===== src/rtl/wdog_pkg.sv =====
package wdog_pkg;

    // Register byte offsets
    localparam int OFS_CFG  = 'h0;
    localparam int OFS_STAT = 'h4;
    localparam int OFS_CMD  = 'h8;
    localparam int OFS_KEY  = 'hC;
    localparam int OFS_TMR  = 'h10;

    localparam logic [31:0] GUARD_KEY = 32'h0000_C45A;

    // Field positions
    localparam int CFG_SEL_LSB = 0;
    localparam int CFG_PER_LSB = 4;
    localparam int CFG_IRQ_BIT = 12;
    localparam int CFG_RST_BIT = 15;
    localparam int STS_CNT_LSB = 4;
    localparam int STS_EXP_LSB = 12;
    localparam int CMD_GO_BIT  = 0;
    localparam int CMD_HALT_BIT = 1;
    localparam int TMR_EN_BIT  = 31;
    localparam int TMR_REP_BIT = 30;

    localparam int SEL_W = 4;
    localparam int CNT_W = 8;
    localparam int EXP_W = 2;

    typedef logic [CNT_W-1:0] cnt_t;
    typedef logic [EXP_W-1:0] exp_t;

    typedef struct packed {
        logic             rst_en;
        logic             irq_en;
        cnt_t             period;
        logic [SEL_W-1:0] tmr_sel;
    } cfg_t;

    function automatic cfg_t cfg_unpack(input logic [31:0] w);
        cfg_t c;
        c.rst_en  = w[CFG_RST_BIT];
        c.irq_en  = w[CFG_IRQ_BIT];
        c.period  = w[CFG_PER_LSB +: CNT_W];
        c.tmr_sel = w[CFG_SEL_LSB +: SEL_W];
        return c;
    endfunction

    function automatic logic [31:0] cfg_pack(input cfg_t c);
        logic [31:0] w;
        w = '0;
        w[CFG_RST_BIT]            = c.rst_en;
        w[CFG_IRQ_BIT]            = c.irq_en;
        w[CFG_PER_LSB +: CNT_W]   = c.period;
        w[CFG_SEL_LSB +: SEL_W]   = c.tmr_sel;
        return w;
    endfunction

    function automatic logic [31:0] status_pack(input cnt_t cnt, input exp_t ex);
        logic [31:0] w;
        w = '0;
        w[STS_CNT_LSB +: CNT_W] = cnt;
        w[STS_EXP_LSB +: EXP_W] = ex;
        return w;
    endfunction

endpackage


===== src/rtl/wdog_ticker.sv =====
module wdog_ticker #(
    parameter int TICK_W = 24
) (
    input  logic              clk,
    input  logic              rst,
    input  logic              wr,
    input  logic              en_in,
    input  logic              rep_in,
    input  logic [TICK_W-1:0] per_in,
    output logic              tick,
    output logic [31:0]       reg_q
);
    import wdog_pkg::*;

    localparam logic [TICK_W-1:0] ONE = TICK_W'(1);

    logic              en_q;
    logic              rep_q;
    logic [TICK_W-1:0] per_q;
    logic [TICK_W-1:0] cnt_q;

    always_ff @(posedge clk) begin
        if (rst) begin
            en_q  <= 1'b0;
            rep_q <= 1'b0;
            per_q <= '0;
            cnt_q <= '0;
            tick  <= 1'b0;
        end else if (wr) begin
            en_q  <= en_in;
            rep_q <= rep_in;
            per_q <= per_in;
            cnt_q <= '0;
            tick  <= 1'b0;
        end else if (en_q && (per_q != '0)) begin
            if (cnt_q >= per_q - ONE) begin
                cnt_q <= '0;
                tick  <= 1'b1;
                if (!rep_q) en_q <= 1'b0;
            end else begin
                cnt_q <= cnt_q + ONE;
                tick  <= 1'b0;
            end
        end else begin
            tick <= 1'b0;
        end
    end

    always_comb begin
        reg_q              = '0;
        reg_q[TMR_EN_BIT]  = en_q;
        reg_q[TMR_REP_BIT] = rep_q;
        reg_q[TICK_W-1:0]  = per_q;
    end

endmodule


===== src/rtl/wdog_guard.sv =====
module wdog_guard (
    input  logic        clk,
    input  logic        rst,
    input  logic        key_wr,
    input  logic        cmd_wr,
    input  logic [31:0] wdata,
    output logic        armed
);
    import wdog_pkg::*;

    always_ff @(posedge clk) begin
        if (rst)         armed <= 1'b0;
        else if (cmd_wr) armed <= 1'b0;
        else if (key_wr) armed <= (wdata == GUARD_KEY);
    end

endmodule


===== src/rtl/wdog_core.sv =====
module wdog_core (
    input  logic           clk,
    input  logic           rst,
    input  logic           tick,
    input  logic           go,
    input  logic           halt,
    input  wdog_pkg::cfg_t cfg,
    output logic           running,
    output wdog_pkg::cnt_t cnt,
    output wdog_pkg::exp_t ex,
    output logic           irq,
    output logic           rst_req
);
    import wdog_pkg::*;

    localparam exp_t EXP_LAST = '1;

    always_ff @(posedge clk) begin
        if (rst) begin
            running <= 1'b0;
            cnt     <= '0;
            ex      <= '0;
            irq     <= 1'b0;
            rst_req <= 1'b0;
        end else begin
            irq <= 1'b0;
            if (halt) begin
                running <= 1'b0;
            end else if (go) begin
                running <= 1'b1;
                cnt     <= cfg.period;
                ex      <= '0;
            end else if (running && tick) begin
                if (cnt <= cnt_t'(1)) begin
                    irq <= cfg.irq_en;
                    if (ex == EXP_LAST) begin
                        running <= 1'b0;
                        cnt     <= '0;
                        rst_req <= rst_req | cfg.rst_en;
                    end else begin
                        ex  <= ex + exp_t'(1);
                        cnt <= cfg.period;
                    end
                end else begin
                    cnt <= cnt - cnt_t'(1);
                end
            end
        end
    end

endmodule


===== src/rtl/wdog_top.sv =====
module wdog_top #(
    parameter int ADDR_W = 5,
    parameter int TICK_W = 24
) (
    input  logic              clk,
    input  logic              rst,
    input  logic [ADDR_W-1:0] bus_addr,
    input  logic              bus_we,
    input  logic [31:0]       bus_wdata,
    output logic [31:0]       bus_rdata,
    output logic              irq,
    output logic              rst_req
);
    import wdog_pkg::*;

    logic sel_cfg, sel_stat, sel_cmd, sel_key, sel_tmr;
    logic cfg_wr, cmd_wr, key_wr, tmr_wr;
    logic tick, armed, running, go, halt;
    cfg_t cfg_q;
    cnt_t cnt;
    exp_t ex;
    logic [31:0] tmr_q;

    assign sel_cfg  = (bus_addr == ADDR_W'(OFS_CFG));
    assign sel_stat = (bus_addr == ADDR_W'(OFS_STAT));
    assign sel_cmd  = (bus_addr == ADDR_W'(OFS_CMD));
    assign sel_key  = (bus_addr == ADDR_W'(OFS_KEY));
    assign sel_tmr  = (bus_addr == ADDR_W'(OFS_TMR));

    assign cfg_wr = bus_we && sel_cfg;
    assign cmd_wr = bus_we && sel_cmd;
    assign key_wr = bus_we && sel_key;
    assign tmr_wr = bus_we && sel_tmr;

    assign halt = cmd_wr && bus_wdata[CMD_HALT_BIT] && armed;
    assign go   = cmd_wr && bus_wdata[CMD_GO_BIT];

    always_ff @(posedge clk) begin
        if (rst)         cfg_q <= '0;
        else if (cfg_wr) cfg_q <= cfg_unpack(bus_wdata);
    end

    wdog_ticker #(.TICK_W(TICK_W)) u_ticker (
        .clk    (clk),
        .rst    (rst),
        .wr     (tmr_wr),
        .en_in  (bus_wdata[TMR_EN_BIT]),
        .rep_in (bus_wdata[TMR_REP_BIT]),
        .per_in (bus_wdata[TICK_W-1:0]),
        .tick   (tick),
        .reg_q  (tmr_q)
    );

    wdog_guard u_guard (
        .clk    (clk),
        .rst    (rst),
        .key_wr (key_wr),
        .cmd_wr (cmd_wr),
        .wdata  (bus_wdata),
        .armed  (armed)
    );

    wdog_core u_core (
        .clk     (clk),
        .rst     (rst),
        .tick    (tick),
        .go      (go),
        .halt    (halt),
        .cfg     (cfg_q),
        .running (running),
        .cnt     (cnt),
        .ex      (ex),
        .irq     (irq),
        .rst_req (rst_req)
    );

    always_comb begin
        bus_rdata = '0;
        if (sel_cfg)       bus_rdata = cfg_pack(cfg_q);
        else if (sel_stat) bus_rdata = status_pack(cnt, ex);
        else if (sel_tmr)  bus_rdata = tmr_q;
    end

endmodule


===== config.mk =====
export PLATFORM = sky130hd
export DESIGN_NAME = wdog_top
export DESIGN_NICKNAME = d
export VERILOG_FILES = /design/src/rtl/wdog_pkg.sv /design/src/rtl/wdog_ticker.sv /design/src/rtl/wdog_guard.sv /design/src/rtl/wdog_core.sv /design/src/rtl/wdog_top.sv
export SDC_FILE = /design/constraint.sdc
export NUM_CORES = 1
export LEC_CHECK = 0
export BUFFER_PORTS_ARGS = -buffer_cell sky130_fd_sc_hd__buf_2
export CAP_MARGIN = 25
export CORE_ASPECT_RATIO = 0.9
export CORE_MARGIN = 3
export CORE_UTILIZATION = 60
export DETAILED_ROUTE_END_ITERATION = 8
export PLACE_DENSITY_LB_ADDON = 0.1
export SKIP_LAST_GASP = 1
export SLEW_MARGIN = 20
export SYNTH_ARGS = -nofsm -noshare
export SYNTH_HDL_FRONTEND = slang
export SYNTH_HIERARCHICAL = 1
export SYNTH_SLANG_ARGS = --single-unit

===== constraint.sdc =====
create_clock -name clk -period 11.75 [get_ports clk]
set_input_delay 2.35 -clock clk [delete_from_list [all_inputs] [get_ports clk]]
set_output_delay 2.35 -clock clk [all_outputs]
set_load 0.02 [all_outputs]

==> results.txt <==
The run finished with clean final reports. Across the VDD grid, the largest voltage drop is 0.00006027 V. Summed over all nets, the switching power comes to 0.1717 mW. Clock tree synthesis inserted a total of 9 buffers.

The largest individual stage delay along the critical path comes from the cell sky130_fd_sc_hd__or4_1. In the post-synthesis netlist, the biggest area contributors are sky130_fd_sc_hd__dfxtp_1 29%, sky130_fd_sc_hd__ha_1 7.0%, sky130_fd_sc_hd__mux2i_1 6.0%. The tools report the startpoint of the lowest-slack register-to-register path as u_ticker/per_q[6]$_SDFFE_PP0P_. The tools report the total count of max-transition violations in the final report as 0.

The level count of the clock H-tree was 3; the maximum root-to-sink buffer count was 2. Clock-pin slew was measured on the worst setup and hold paths at 90 ps. The most numerous cell type found on the critical path is sky130_fd_sc_hd__buf_2. The share of synthesized area occupied by flip-flops and latches was 0.2946; the sum of negative setup slack was 0 ps. TritonCTS built the clock tree. From synthesis to final layout, the design area changed by 8.601%. Peak fanout along the critical path: 28. The critical path in this run is classified as primary input to output port. The number of buffers added on ports came out at 67.

The final-stage net count was 788; the number of inserted diodes was 0. In the layout the commonest cells are 79 x sky130_fd_sc_hd__dfxtp_1, 67 x sky130_fd_sc_hd__buf_2, 64 x sky130_fd_sc_hd__nor2_1. The critical path goes through buf_2, or4_1, nor3_1, a21oi_1, buf_2. In this run the horizontal extent of the chip is 105.7 µm.

In this run the post-CTS setup repair buffer count came out at 0. Once placement completed, the tool counted placed cells totaling 825. The area share of the largest cell type after synthesis was 0.2946; the mean post-synth cell area was 7.940 µm². Type of element capturing the critical path: an output port. The multi-input combinational cells in the finished layout cover a total of 0.003475 mm². Type of the most critical hold path: register to register. For flop-to-flop paths, the worst setup slack is 7460 ps. The async set-or-reset flop fraction in the synthesized netlist was 0. In this run, synthesis inferred 0 flip-flops with an integrated enable. The run gives 5312 as the detailed-route via count.

Clock share of power: 0.364. The row count is 32. Tracing the worst setup path back leads to its startpoint at bus_addr[1]. The layout has 804 filler cells.

The run gives 0.136 as the combinational share of power. Fraction of final layout cells with drive strength greater than 1: 0.1591. In the routed layout, each cell is associated on average with a via count of 6.309. The first global-routing pass estimated 23.82 mm of wire. The die covers 0.01012 mm². For the via count of the first global-routing pass, the log shows 4826. The post-synthesis instance total was 676. For this run, the leading register cell type out of synthesis is sky130_fd_sc_hd__dfxtp_1.

The final standard cell utilization of the core is 0.6740, and the highest cell delay on the worst timing path is 930 ps. The finished layout holds 842 standard cells, fillers aside. The logs give 0.2722 for the worst-case headroom to the max-slew limit and 0 for the hold violation total from the final report. The part of the total power dissipated in sequential elements was 0.500; the switching power as a share of total power was 0.2959.

The kind of start point of the critical path is a primary input. The count of state elements after synthesis is 79. The clock skew after layout was 15.09 ps; the clock network latency to the later pin of the worst-skew pair was 370 ps. The run gives 74 as the total I/O pin count.

Setup repair after global routing left no endpoint under its margin. Summing all flip-flop and latch instances after layout gives 0.001582 mm². After detailed routing, the average wire length per cell comes to 17.49 µm.

The logs give 0 for the final setup violation count and 5 for the first-pass iteration count of the detailed router. Distinct cell type count of the synthesized netlist: 64. STA puts the critical path data arrival time at 3930 ps. Core region area: 0.008648 mm². The root cell of the clock tree is sky130_fd_sc_hd__clkbuf_8.

Design internal power: 0.4084 mW. The worst path required time is 9400 ps. Dividing total power by cell area gives a power density of 99.51 mW/mm². The effective utilization at floorplan was 0.6207. The tool flagged a number of max-cap violations equal to 0.

Derived from the worst setup path, the maximum achievable clock frequency is 159.1 MHz. The clock sink total came out at 79. During synthesis, Yosys emitted a total of 6 warnings. For the pin with the worst max-slew slack, the measured transition is 1082 ps.

The logs give 0 for the initial antenna violation count and 58 for the largest net degree at the start of global routing. Top cell type by total area after synthesis: sky130_fd_sc_hd__dfxtp_1. In the routed design, unresolved DRC markers number 0. The final critical path time including I/O delays and setup is 6285 ps, and the aggregate routed wire length is 14.73 mm.

The final critical-path share of the clock period was 0.5349; the final hold slack was 479.2 ps. The initial detailed-routing violation count came out at 386. Summed over all cells, the static leakage comes to 2.294 nW.

The tools report the end point of the critical path as bus_rdata[7]. Total power for the finished layout comes to 0.5800 mW. For the total track usage, the log shows 0.2912. The logs give 0 for the quantity of hold-fixing buffers added after cts and 0 for the final global-route overflow total.

The tools report the endpoint of the most critical register-to-register path as u_ticker/cnt_q[3]$_SDFFE_PP0P_. Once detailed placement completed, the half-perimeter wirelength came to 10.79 mm. The die is 95.73 µm tall. The number of gates resized after CTS came out at 0. In this run the cell area of the synthesized design comes to 0.005368 mm². The most frequent standard cell in the layout excluding fill and tap cells is sky130_fd_sc_hd__dfxtp_1.

The weighted congestion at the end of routability-driven global placement was 0.9765; the antenna violation net count after detailed routing was 0. For the worst flop-to-flop path, the logic depth is 14.
registers in the layout, summed over array words and instances (netlist names):
| name | count |
|---|---|
| u_ticker/per_q | 24 |
| u_ticker/cnt_q | 24 |
| cfg_q | 14 |
| u_ticker/en_q | 1 |
| u_guard/armed | 1 |
| u_core/cnt | 8 |
| u_core/rst_req | 1 |
| u_core/irq | 1 |
| u_ticker/rep_q | 1 |
| u_core/ex | 2 |
| u_core/running | 1 |
| u_ticker/tick | 1 |
cell usage after synthesis (8+ instances only):
cell type                   n
sky130_fd_sc_hd__mux2i_1   32
sky130_fd_sc_hd__and3_1    20
sky130_fd_sc_hd__nor4_1    17
sky130_fd_sc_hd__clkbuf_1  22
sky130_fd_sc_hd__a31oi_1   12
sky130_fd_sc_hd__buf_4      9
sky130_fd_sc_hd__xnor2_1   17
sky130_fd_sc_hd__ha_1      30
sky130_fd_sc_hd__nand3_1   41
sky130_fd_sc_hd__nor2_1    64
sky130_fd_sc_hd__a21oi_1   54
sky130_fd_sc_hd__o21ai_0   31
sky130_fd_sc_hd__dfxtp_1   79
sky130_fd_sc_hd__o21ai_1    9
sky130_fd_sc_hd__nand2_1   56
sky130_fd_sc_hd__or4_1     13
sky130_fd_sc_hd__inv_1     11
sky130_fd_sc_hd__and2_1     8
sky130_fd_sc_hd__nor3_1    29
sky130_fd_sc_hd__nand4_1   24
worst min path at each step:
| stage | startpoint | to | slack, ps | depth (start not counted) |
|---|---|---|---|---|
| 2_1_floorplan | cfg_q[3]$_SDFFE_PP0P_ | cfg_q[3]$_SDFFE_PP0P_ | 450 | 2 |
| 3_3_place_gp | u_core/rst_req$_SDFFE_PP0P_ | u_core/rst_req$_SDFFE_PP0P_ | 450 | 2 |
| 3_5_place_dp | u_core/rst_req$_SDFFE_PP0P_ | u_core/rst_req$_SDFFE_PP0P_ | 460 | 2 |
| 4_1_cts | u_core/rst_req$_SDFFE_PP0P_ | u_core/rst_req$_SDFFE_PP0P_ | 480 | 2 |
| 5_1_grt | u_core/rst_req$_SDFFE_PP0P_ | u_core/rst_req$_SDFFE_PP0P_ | 500 | 2 |
| 6_report | u_core/rst_req$_SDFFE_PP0P_ | u_core/rst_req$_SDFFE_PP0P_ | 480 | 2 |
per-layer routing:
layer	global-route usage	part of all wire
met1	0.3958	0.44
met2	0.4613	0.46
met3	0.05902	0.075
met4	0.1090	0.018
met5	0	0
per-stage QoR:
stage	instance area [µm²]	setup WS (ps)
detailed placement	5619	5486
CTS	5822	5481
floorplan	5386	5946
global placement	5619	5500
finish	5829	5465
global route	5829	5286
logic make-up (layout without fill, tap and decap cells):
logic type	count (synthesis)	in the layout	synth area share
xor+xnor	24	24	0.03916
mux	33	33	0.06177
compound gates	134	134	0.1504
fa+ha+maj	30	30	0.06993
buf+inv	58	100	0.06154
flops	79	79	0.2946
simple gates	317	317	0.3219
other cells	1	6	0.0006986
critical path: cells and delay by family:
family	cells	cell delay (ps)
AO/OA/AOI/OAI	1	60
AND/OR/NAND/NOR	2	1220
buffers and inverters	2	290
power groups by stage:
| stage | clock network, mW | registers (mW) | logic (mW) |
|---|---|---|---|
| after detailed placement | 0 | 0.296 | 0.0774 |
| after CTS | 0.215 | 0.290 | 0.0777 |
| after global routing | 0.226 | 0.292 | 0.0880 |
| after global placement | 0 | 0.295 | 0.0734 |
| after floorplan | 0 | 0.291 | 0.0578 |
| final | 0.211 | 0.290 | 0.0789 |
layout make-up:
class / instances / area share
multi-input cells: 544 / 0.5961
flip-flops and latches: 79 / 0.2713
repair buffers: 73 / 0.06525
well taps: 119 / 0.02554
clock buffers: 9 / 0.02125
clock inverters: 7 / 0.01352
inverters: 11 / 0.007083
Power figures use the tool's default switching activity.
